`src/rtl/otp_fuse_pkg.sv`:
```
package otp_fuse_pkg;

    typedef enum logic [2:0] {
        ST_IDLE,
        ST_RD_STROBE,
        ST_PG_SCAN,
        ST_PG_PULSE,
        ST_DONE
    } seq_state_t;

    localparam logic [2:0] OFS_CTRL   = 3'd0;
    localparam logic [2:0] OFS_ADDR   = 3'd1;
    localparam logic [2:0] OFS_MODE   = 3'd2;
    localparam logic [2:0] OFS_PDATA  = 3'd3;
    localparam logic [2:0] OFS_RBACK  = 3'd4;
    localparam logic [2:0] OFS_RDCNT  = 3'd5;
    localparam logic [2:0] OFS_PGCNT  = 3'd6;
    localparam logic [2:0] OFS_DIVCNT = 3'd7;

endpackage

```
`src/rtl/otp_regfile.sv`:
```
module otp_regfile
    import otp_fuse_pkg::*;
#(
    parameter int ADDR_W  = 9,
    parameter int CNT_W   = 16,
    parameter int RD_DEF  = 4,
    parameter int PG_DEF  = 8,
    parameter int DIV_DEF = 2
) (
    input  logic              clk,
    input  logic              rst_n,
    input  logic              reg_we,
    input  logic [2:0]        reg_addr,
    input  logic [31:0]       reg_wdata,
    output logic [31:0]       reg_rdata,
    input  logic              busy,
    input  logic              cap_en,
    input  logic [7:0]        cap_byte,
    output logic              launch,
    output logic [ADDR_W-1:0] cfg_addr,
    output logic              cfg_prog,
    output logic              cfg_word,
    output logic [31:0]       cfg_pdata,
    output logic [CNT_W-1:0]  cnt_rd,
    output logic [CNT_W-1:0]  cnt_pg,
    output logic [CNT_W-1:0]  cnt_div
);

    logic       wr_ok;
    logic [7:0] rback_q;

    assign wr_ok  = reg_we && !busy;
    assign launch = wr_ok && (reg_addr == OFS_CTRL) && reg_wdata[0];

    always_ff @(posedge clk or negedge rst_n) begin
        if (!rst_n) begin
            cfg_addr  <= '0;
            cfg_prog  <= 1'b0;
            cfg_word  <= 1'b0;
            cfg_pdata <= '0;
            cnt_rd    <= CNT_W'(RD_DEF);
            cnt_pg    <= CNT_W'(PG_DEF);
            cnt_div   <= CNT_W'(DIV_DEF);
        end else if (wr_ok) begin
            case (reg_addr)
                OFS_ADDR:   cfg_addr  <= reg_wdata[ADDR_W-1:0];
                OFS_MODE:   {cfg_word, cfg_prog} <= reg_wdata[1:0];
                OFS_PDATA:  cfg_pdata <= reg_wdata;
                OFS_RDCNT:  cnt_rd    <= reg_wdata[CNT_W-1:0];
                OFS_PGCNT:  cnt_pg    <= reg_wdata[CNT_W-1:0];
                OFS_DIVCNT: cnt_div   <= reg_wdata[CNT_W-1:0];
                default:    ;
            endcase
        end
    end

    always_ff @(posedge clk or negedge rst_n) begin
        if (!rst_n) begin
            rback_q <= '0;
        end else if (cap_en) begin
            rback_q <= cap_byte;
        end
    end

    always_comb begin
        case (reg_addr)
            OFS_CTRL:   reg_rdata = {31'd0, busy};
            OFS_ADDR:   reg_rdata = 32'(cfg_addr);
            OFS_MODE:   reg_rdata = {30'd0, cfg_word, cfg_prog};
            OFS_PDATA:  reg_rdata = cfg_pdata;
            OFS_RBACK:  reg_rdata = {24'd0, rback_q};
            OFS_RDCNT:  reg_rdata = 32'(cnt_rd);
            OFS_PGCNT:  reg_rdata = 32'(cnt_pg);
            default:    reg_rdata = 32'(cnt_div);
        endcase
    end

endmodule

```
`src/rtl/otp_tick_gen.sv`:
```
module otp_tick_gen #(
    parameter int CNT_W = 16
) (
    input  logic             clk,
    input  logic             rst_n,
    input  logic             restart,
    input  logic [CNT_W-1:0] div_cnt,
    output logic             tick
);

    localparam logic [CNT_W-1:0] ONE = CNT_W'(1);

    logic [CNT_W-1:0] lim;
    logic [CNT_W-1:0] cnt_q;

    assign lim  = (div_cnt == '0) ? ONE : div_cnt;
    assign tick = (cnt_q == lim - ONE);

    always_ff @(posedge clk or negedge rst_n) begin
        if (!rst_n) begin
            cnt_q <= '0;
        end else if (restart || tick) begin
            cnt_q <= '0;
        end else begin
            cnt_q <= cnt_q + ONE;
        end
    end

endmodule

```
`src/rtl/otp_seq.sv`:
```
module otp_seq
    import otp_fuse_pkg::*;
#(
    parameter int ADDR_W     = 9,
    parameter int CNT_W      = 16,
    parameter int FUSE_BYTES = 512
) (
    input  logic              clk,
    input  logic              rst_n,
    input  logic              launch,
    input  logic [ADDR_W-1:0] cfg_addr,
    input  logic              cfg_prog,
    input  logic              cfg_word,
    input  logic [31:0]       cfg_pdata,
    input  logic [CNT_W-1:0]  cnt_rd,
    input  logic [CNT_W-1:0]  cnt_pg,
    input  logic              tick,
    input  logic [7:0]        fuse_q,
    output logic              busy,
    output logic              restart,
    output logic              cap_en,
    output logic [7:0]        cap_byte,
    output logic [ADDR_W-1:0] fuse_addr,
    output logic              fuse_rd_stb,
    output logic              fuse_pgm_stb,
    output logic [2:0]        fuse_bit_sel
);

    localparam int               WORD_MAX = FUSE_BYTES - 4;
    localparam logic [CNT_W-1:0] ONE      = CNT_W'(1);

    seq_state_t       state_q, state_d;
    logic [1:0]       byte_q, byte_d;
    logic [2:0]       bit_q, bit_d;
    logic [CNT_W-1:0] ph_q, ph_d;

    logic [CNT_W-1:0] rd_need, pg_need;
    logic [7:0]       cur_byte;
    logic             cur_bit, last_bit, last_byte, word_bad, step;

    assign rd_need   = (cnt_rd == '0) ? ONE : cnt_rd;
    assign pg_need   = (cnt_pg == '0) ? ONE : cnt_pg;
    assign cur_byte  = cfg_pdata[{byte_q, 3'b000} +: 8];
    assign cur_bit   = cur_byte[bit_q];
    assign last_bit  = (bit_q == 3'd7);
    assign last_byte = !cfg_word || (byte_q == 2'd3);
    assign word_bad  = cfg_word && (int'(cfg_addr) > WORD_MAX);

    // state register
    always_ff @(posedge clk or negedge rst_n) begin
        if (!rst_n) begin
            state_q <= ST_IDLE;
            byte_q  <= '0;
            bit_q   <= '0;
            ph_q    <= '0;
        end else begin
            state_q <= state_d;
            byte_q  <= byte_d;
            bit_q   <= bit_d;
            ph_q    <= ph_d;
        end
    end

    // next-state logic
    always_comb begin
        state_d = state_q;
        byte_d  = byte_q;
        bit_d   = bit_q;
        ph_d    = ph_q;
        restart = 1'b0;
        cap_en  = 1'b0;
        step    = 1'b0;
        unique case (state_q)
            ST_IDLE: begin
                if (launch) begin
                    byte_d = '0;
                    bit_d  = '0;
                    ph_d   = '0;
                    if (!cfg_prog) begin
                        state_d = ST_RD_STROBE;
                        restart = 1'b1;
                    end else if (word_bad) begin
                        state_d = ST_DONE;
                    end else begin
                        state_d = ST_PG_SCAN;
                    end
                end
            end
            ST_RD_STROBE: begin
                if (tick) begin
                    if (ph_q == rd_need - ONE) begin
                        cap_en  = 1'b1;
                        state_d = ST_DONE;
                    end else begin
                        ph_d = ph_q + ONE;
                    end
                end
            end
            ST_PG_SCAN: begin
                if (cur_bit) begin
                    state_d = ST_PG_PULSE;
                    restart = 1'b1;
                    ph_d    = '0;
                end else begin
                    step = 1'b1;
                end
            end
            ST_PG_PULSE: begin
                if (tick) begin
                    if (ph_q == pg_need - ONE) begin
                        step = 1'b1;
                    end else begin
                        ph_d = ph_q + ONE;
                    end
                end
            end
            ST_DONE: state_d = ST_IDLE;
            default: state_d = ST_IDLE;
        endcase

        if (step) begin
            if (last_bit) begin
                bit_d = '0;
                if (last_byte) begin
                    state_d = ST_DONE;
                end else begin
                    byte_d  = byte_q + 2'd1;
                    state_d = ST_PG_SCAN;
                end
            end else begin
                bit_d   = bit_q + 3'd1;
                state_d = ST_PG_SCAN;
            end
        end
    end

    // outputs
    always_comb begin
        busy         = (state_q != ST_IDLE);
        fuse_rd_stb  = (state_q == ST_RD_STROBE);
        fuse_pgm_stb = (state_q == ST_PG_PULSE);
        fuse_addr    = cfg_addr + ADDR_W'(byte_q);
        fuse_bit_sel = bit_q;
        cap_byte     = fuse_q;
    end

endmodule

```
`src/rtl/otp_fuse_ctrl.sv`:
```
module otp_fuse_ctrl #(
    parameter int FUSE_BYTES = 512,
    parameter int CNT_W      = 16,
    parameter int RD_DEF     = 4,
    parameter int PG_DEF     = 8,
    parameter int DIV_DEF    = 2,
    localparam int ADDR_W    = $clog2(FUSE_BYTES)
) (
    input  logic              clk,
    input  logic              rst_n,
    input  logic              reg_we,
    input  logic [2:0]        reg_addr,
    input  logic [31:0]       reg_wdata,
    output logic [31:0]       reg_rdata,
    output logic              busy,
    output logic [ADDR_W-1:0] fuse_addr,
    output logic              fuse_rd_stb,
    output logic              fuse_pgm_stb,
    output logic [2:0]        fuse_bit_sel,
    input  logic [7:0]        fuse_q
);

    logic              launch, restart, tick, cap_en;
    logic [7:0]        cap_byte;
    logic [ADDR_W-1:0] cfg_addr;
    logic              cfg_prog, cfg_word;
    logic [31:0]       cfg_pdata;
    logic [CNT_W-1:0]  cnt_rd, cnt_pg, cnt_div;

    otp_regfile #(
        .ADDR_W (ADDR_W),
        .CNT_W  (CNT_W),
        .RD_DEF (RD_DEF),
        .PG_DEF (PG_DEF),
        .DIV_DEF(DIV_DEF)
    ) u_regs (
        .clk      (clk),
        .rst_n    (rst_n),
        .reg_we   (reg_we),
        .reg_addr (reg_addr),
        .reg_wdata(reg_wdata),
        .reg_rdata(reg_rdata),
        .busy     (busy),
        .cap_en   (cap_en),
        .cap_byte (cap_byte),
        .launch   (launch),
        .cfg_addr (cfg_addr),
        .cfg_prog (cfg_prog),
        .cfg_word (cfg_word),
        .cfg_pdata(cfg_pdata),
        .cnt_rd   (cnt_rd),
        .cnt_pg   (cnt_pg),
        .cnt_div  (cnt_div)
    );

    otp_tick_gen #(
        .CNT_W(CNT_W)
    ) u_tick (
        .clk    (clk),
        .rst_n  (rst_n),
        .restart(restart),
        .div_cnt(cnt_div),
        .tick   (tick)
    );

    otp_seq #(
        .ADDR_W    (ADDR_W),
        .CNT_W     (CNT_W),
        .FUSE_BYTES(FUSE_BYTES)
    ) u_seq (
        .clk         (clk),
        .rst_n       (rst_n),
        .launch      (launch),
        .cfg_addr    (cfg_addr),
        .cfg_prog    (cfg_prog),
        .cfg_word    (cfg_word),
        .cfg_pdata   (cfg_pdata),
        .cnt_rd      (cnt_rd),
        .cnt_pg      (cnt_pg),
        .tick        (tick),
        .fuse_q      (fuse_q),
        .busy        (busy),
        .restart     (restart),
        .cap_en      (cap_en),
        .cap_byte    (cap_byte),
        .fuse_addr   (fuse_addr),
        .fuse_rd_stb (fuse_rd_stb),
        .fuse_pgm_stb(fuse_pgm_stb),
        .fuse_bit_sel(fuse_bit_sel)
    );

endmodule

```
`config.mk`:
```
export PLATFORM = sky130hd
export DESIGN_NAME = otp_fuse_ctrl
export DESIGN_NICKNAME = d
export VERILOG_FILES = /design/src/rtl/otp_fuse_pkg.sv /design/src/rtl/otp_regfile.sv /design/src/rtl/otp_tick_gen.sv /design/src/rtl/otp_seq.sv /design/src/rtl/otp_fuse_ctrl.sv
export SDC_FILE = /design/constraint.sdc
export NUM_CORES = 1
export LEC_CHECK = 0
export ABC_CLOCK_PERIOD_IN_PS = 7420
export BUFFER_PORTS_ARGS = -buffer_cell sky130_fd_sc_hd__buf_4
export CORE_ASPECT_RATIO = 0.5
export CORE_MARGIN = 8
export CORE_UTILIZATION = 60
export DETAILED_ROUTE_END_ITERATION = 16
export PLACE_DENSITY = 0.83
export REMOVE_ABC_BUFFERS = 1
export SLEW_MARGIN = 20
export SYNTH_ARGS = -nofsm -noshare
export SYNTH_HDL_FRONTEND = slang
export SYNTH_HIERARCHICAL = 1
export SYNTH_SLANG_ARGS = --single-unit
```
`constraint.sdc`:
```
create_clock -name clk -period 7.42 [get_ports clk]
set_input_delay 1.113 -clock clk [delete_from_list [all_inputs] [get_ports clk]]
set_output_delay 1.113 -clock clk [all_outputs]
set_load 0.1 [all_outputs]
```
==> results.md <==
- The power density over the cells is 467 nW/um^2.
- In this run the horizontal extent of the chip is 192 um.
- For this run, asynchronously set or reset flops after synthesis account for 100%.
- Once the floorplan was initialized, standard cells occupied 60.7% of the core.
- The critical path is of the reg -> reg type.
- The routability-driven placement congestion ratio is 0.937.
- Wires add up to 27600 um.
- The average footprint of a synthesized cell is 10.3 um^2.
- The number of antenna violations at the first check in global routing is 0.
- Sequential elements use 37.6% of the synthesized area.
- The clock edge transition at the registers on the reported setup and hold paths is 0.07 ns.
- For this design, the CTS-stage hold fixing added 0 buffers.
- The layout cell share with drive strength beyond 1 is 30.5%.
- In the routed design, unresolved DRC markers number 0.
- The run finished with clean final reports.
- The shortest clock period the worst path allows after layout is 5.67 ns.
- The routed length per instance is 23.6 um.
- The number of global-route vias before repair was 7844.
- The arrival time at the worst endpoint is 6.03 ns.
- The die area is 19900 um^2.
- The maximum number of pins on one net before global-route repair is 80.
- The flop and latch count out of synthesis is 139.
- The first TritonRoute pass finished after 6 iterations.
- The count of cells resized by post-cts repair is 0.
- Global routing used 27.7% of the available tracks.
- The element type at the critical path end is a register.
- In this run the tightest slew margin relative to its limit is 21.3%.
- Setup repair after global routing left no endpoint under its margin.
- The number of synthesis warnings is 6.
- The vertical die dimension is 104 um.
- The count of maximum capacitance violations is 0.
- Clock tree synthesis inserted a total of 17 buffers.
- Of all nets on the critical path, the largest fanout is 8.
- Across the routed clock network, the largest skew measured is 0.0114 ns.
- The maximum root-to-sink buffer count is 2.
- The synthesized netlist occupies a cell area of 9260 um^2.
- The leftover overflow at the end of global routing is 0.
- The placed wire-length estimate after detailed placement is 19400 um.
- The placeable core region is 15300 um^2.
- After layout, the design draws a total of 4900 uW.
- For this run, the post-layout net count is 1009.
- Sorting the synthesized cells by how often they occur yields dfrtp_1 (136), mux2_2 (100), nor2_1 (71).
- Of the available clock period, the critical path in the final layout requires 76.4%.
- Data on the critical path is required at its endpoint by 7.78 ns.
- After clock tree synthesis, the setup repair step added 0 buffers.
- The number of hold violations in the final report came to 0.
- The clock drives 139 sinks.
- The cell at the root of the clock tree is clkbuf_16.
- The via-per-instance ratio is 6.75.
- For this run, the leading register cell type out of synthesis is dfrtp_1.
- The number of failing setup endpoints in the final timing report is 0.
- The proportion of netlist area held by the largest area contributor is 36.8%.
- The count of flip-flops with a built-in enable after synthesis is 0.
- The summed negative setup slack over all endpoints is 0 ns.
- Yosys mapped the design onto 87 distinct sky130hd cell types.
- The transition time at the pin with the least slew margin is 1.16 ns.
- The most common cell in the synthesized netlist is dfrtp_1.
- The worst hold path class is reg -> reg.
- The number of antenna repair diodes is 0.
- The cell row count is 32.
- The worst ir drop on vdd is 398 uV.
- The clock tree from TritonCTS is built.
- The number of DRC markers after the initial detailed-route iteration is 877.
- The layout overhead on the synthesized area is 13.1%.
- The analysis attributes to cell leakage a power of 0.00449 uW.
- The boundary pin count is 93.
- The final route contains 7886 vias.
- The library cell occupying the most area in the post-synthesis netlist is dfrtp_1.
- The max-slew violation total from the final report is 0.
- The startpoint kind of the worst setup timing path is a register.
- The gate count after technology mapping is 902.
- The count of nets left with antenna violations once routing finished came out at 0.
- Based on the critical path, the design can be clocked at up to 176 MHz.
- The number of H-tree branching levels is 4.
- The first global-routing pass estimated 43800 um of wire.
- The count of input and output buffers is 92.
- Yosys attributes the largest share of cell area to dfrtp_1 (37%), mux2_2 (12%), xnor2_1 (4.4%), nor2_1 (2.9%), xor2_1 (2.6%).
- The insertion delay of the later-clocked pin in the worst-skew pair is 0.43 ns.
==> metal layers <==
metal  track usage (%)  routed length, um  vias to the layer above
met5                 0                  0                        -
met3              5.76               2250                       66
li1                  -                  -                     3445
met2              42.8              12900                      430
met4              10.0                778                        0
met1              37.9              11700                     3945
==> stage by stage <==
| step | std cells | hold WS, ns | utilization [%] | setup slack, ns | instance area (um^2) |
|---|---|---|---|---|---|
| floorplan | 835 | 0.467 | - | 2.38 | 8840 |
| detailed placement | 1137 | 0.495 | 64.5 | 2.21 | 9850 |
| CTS | 1169 | 0.516 | 68.7 | 1.91 | 10500 |
| global route | 1169 | 0.523 | 68.7 | 1.28 | 10500 |
| global placement | 1137 | 0.487 | 64.5 | 2.35 | 9850 |
| finish | 1169 | 0.511 | 68.7 | 1.75 | 10500 |
==> worst max-delay path: stages, from the launching register on <==
cell,delay [ns]
dfrtp_1,0.46
or4_1,0.65
nor4b_2,0.45
a31oi_1,0.15
ha_1,0.32
xnor2_1,0.17
a21o_1,0.18
o21ai_0,0.25
nand3_1,0.15
nor4b_1,1.02
inv_1,0.17
o21ai_0,0.22
a21oi_1,0.07
a21oi_1,0.43
nand3_1,0.30
or4_1,0.53
nand2_1,0.08
==> final cells by class <==
type	instances	area (um^2)
clock buffers	17	425
clock inverters	15	205
fillers	1104	4780
inverters	28	105
multi-input cells	668	5260
flip-flops and latches	139	3480
well taps	204	255
repair buffers	98	739
==> logic make-up (layout without fill, tap and decap cells) <==
logic type / count (synthesis) / count (layout) / share of synthesized area, %
DFF: 139 / 139 / 37.6
adders and majority gates: 11 / 11 / 1.57
and+or+nand+nor: 308 / 308 / 18.4
buffers and inverters: 95 / 158 / 5.63
muxes: 131 / 131 / 17.6
xor gates and xnor gates: 75 / 75 / 7.09
AOI/OAI and AO/OA: 143 / 143 / 12.1
==> cell usage in the layout, fill, tap and decap left out, types with 22 or more instances in the layout <==
| cell | synthesis | routed |
|---|---|---|
| nand2_1 | 61 | 61 |
| inv_1 | 28 | 28 |
| nand3_1 | 26 | 26 |
| nor2_1 | 71 | 71 |
| xnor2_1 | 47 | 47 |
| mux2_2 | 100 | 100 |
| a21oi_1 | 22 | 22 |
| buf_4 | 16 | 97 |
| o21ai_0 | 27 | 27 |
| and3_1 | 28 | 28 |
| dfrtp_1 | 136 | 136 |
| xor2_1 | 28 | 28 |
==> final timing paths <==
check | slack (ns) | depth (start not counted) | end | from
hold / removal | 0.51 | 1 | u_regs/rback_q[0] | u_regs/rback_q[0]
setup reg to reg | 1.75 | 16 | u_seq/ph_q[14] | u_regs/cnt_div[10]
max in group asynchronous | 5.43 | 2 | u_regs/cnt_pg[4] | rst_n
min in group asynchronous | 0.72 | 1 | u_regs/cfg_pdata[20] | rst_n
hold reg to reg | 0.51 | 1 | u_regs/rback_q[0] | u_regs/rback_q[0]
setup / recovery | 1.75 | 16 | u_seq/ph_q[14] | u_regs/cnt_div[10]
==> sequential cells by signal, indices dropped and copies added (netlist names), 8 cells and up <==
signal            cells
u_regs/cnt_div       16
u_regs/cfg_addr       9
u_regs/cnt_rd        16
u_regs/cfg_pdata     32
u_tick/cnt_q         16
u_regs/cnt_pg        16
u_seq/ph_q           16
u_regs/rback_q        8
==> report_power, final <==
part	internal, uW	switching, uW
Sequential	1060	570
Clock	544	389
Combinational	910	1430
Total	2510	2390
Power figures use the tool's default switching activity.
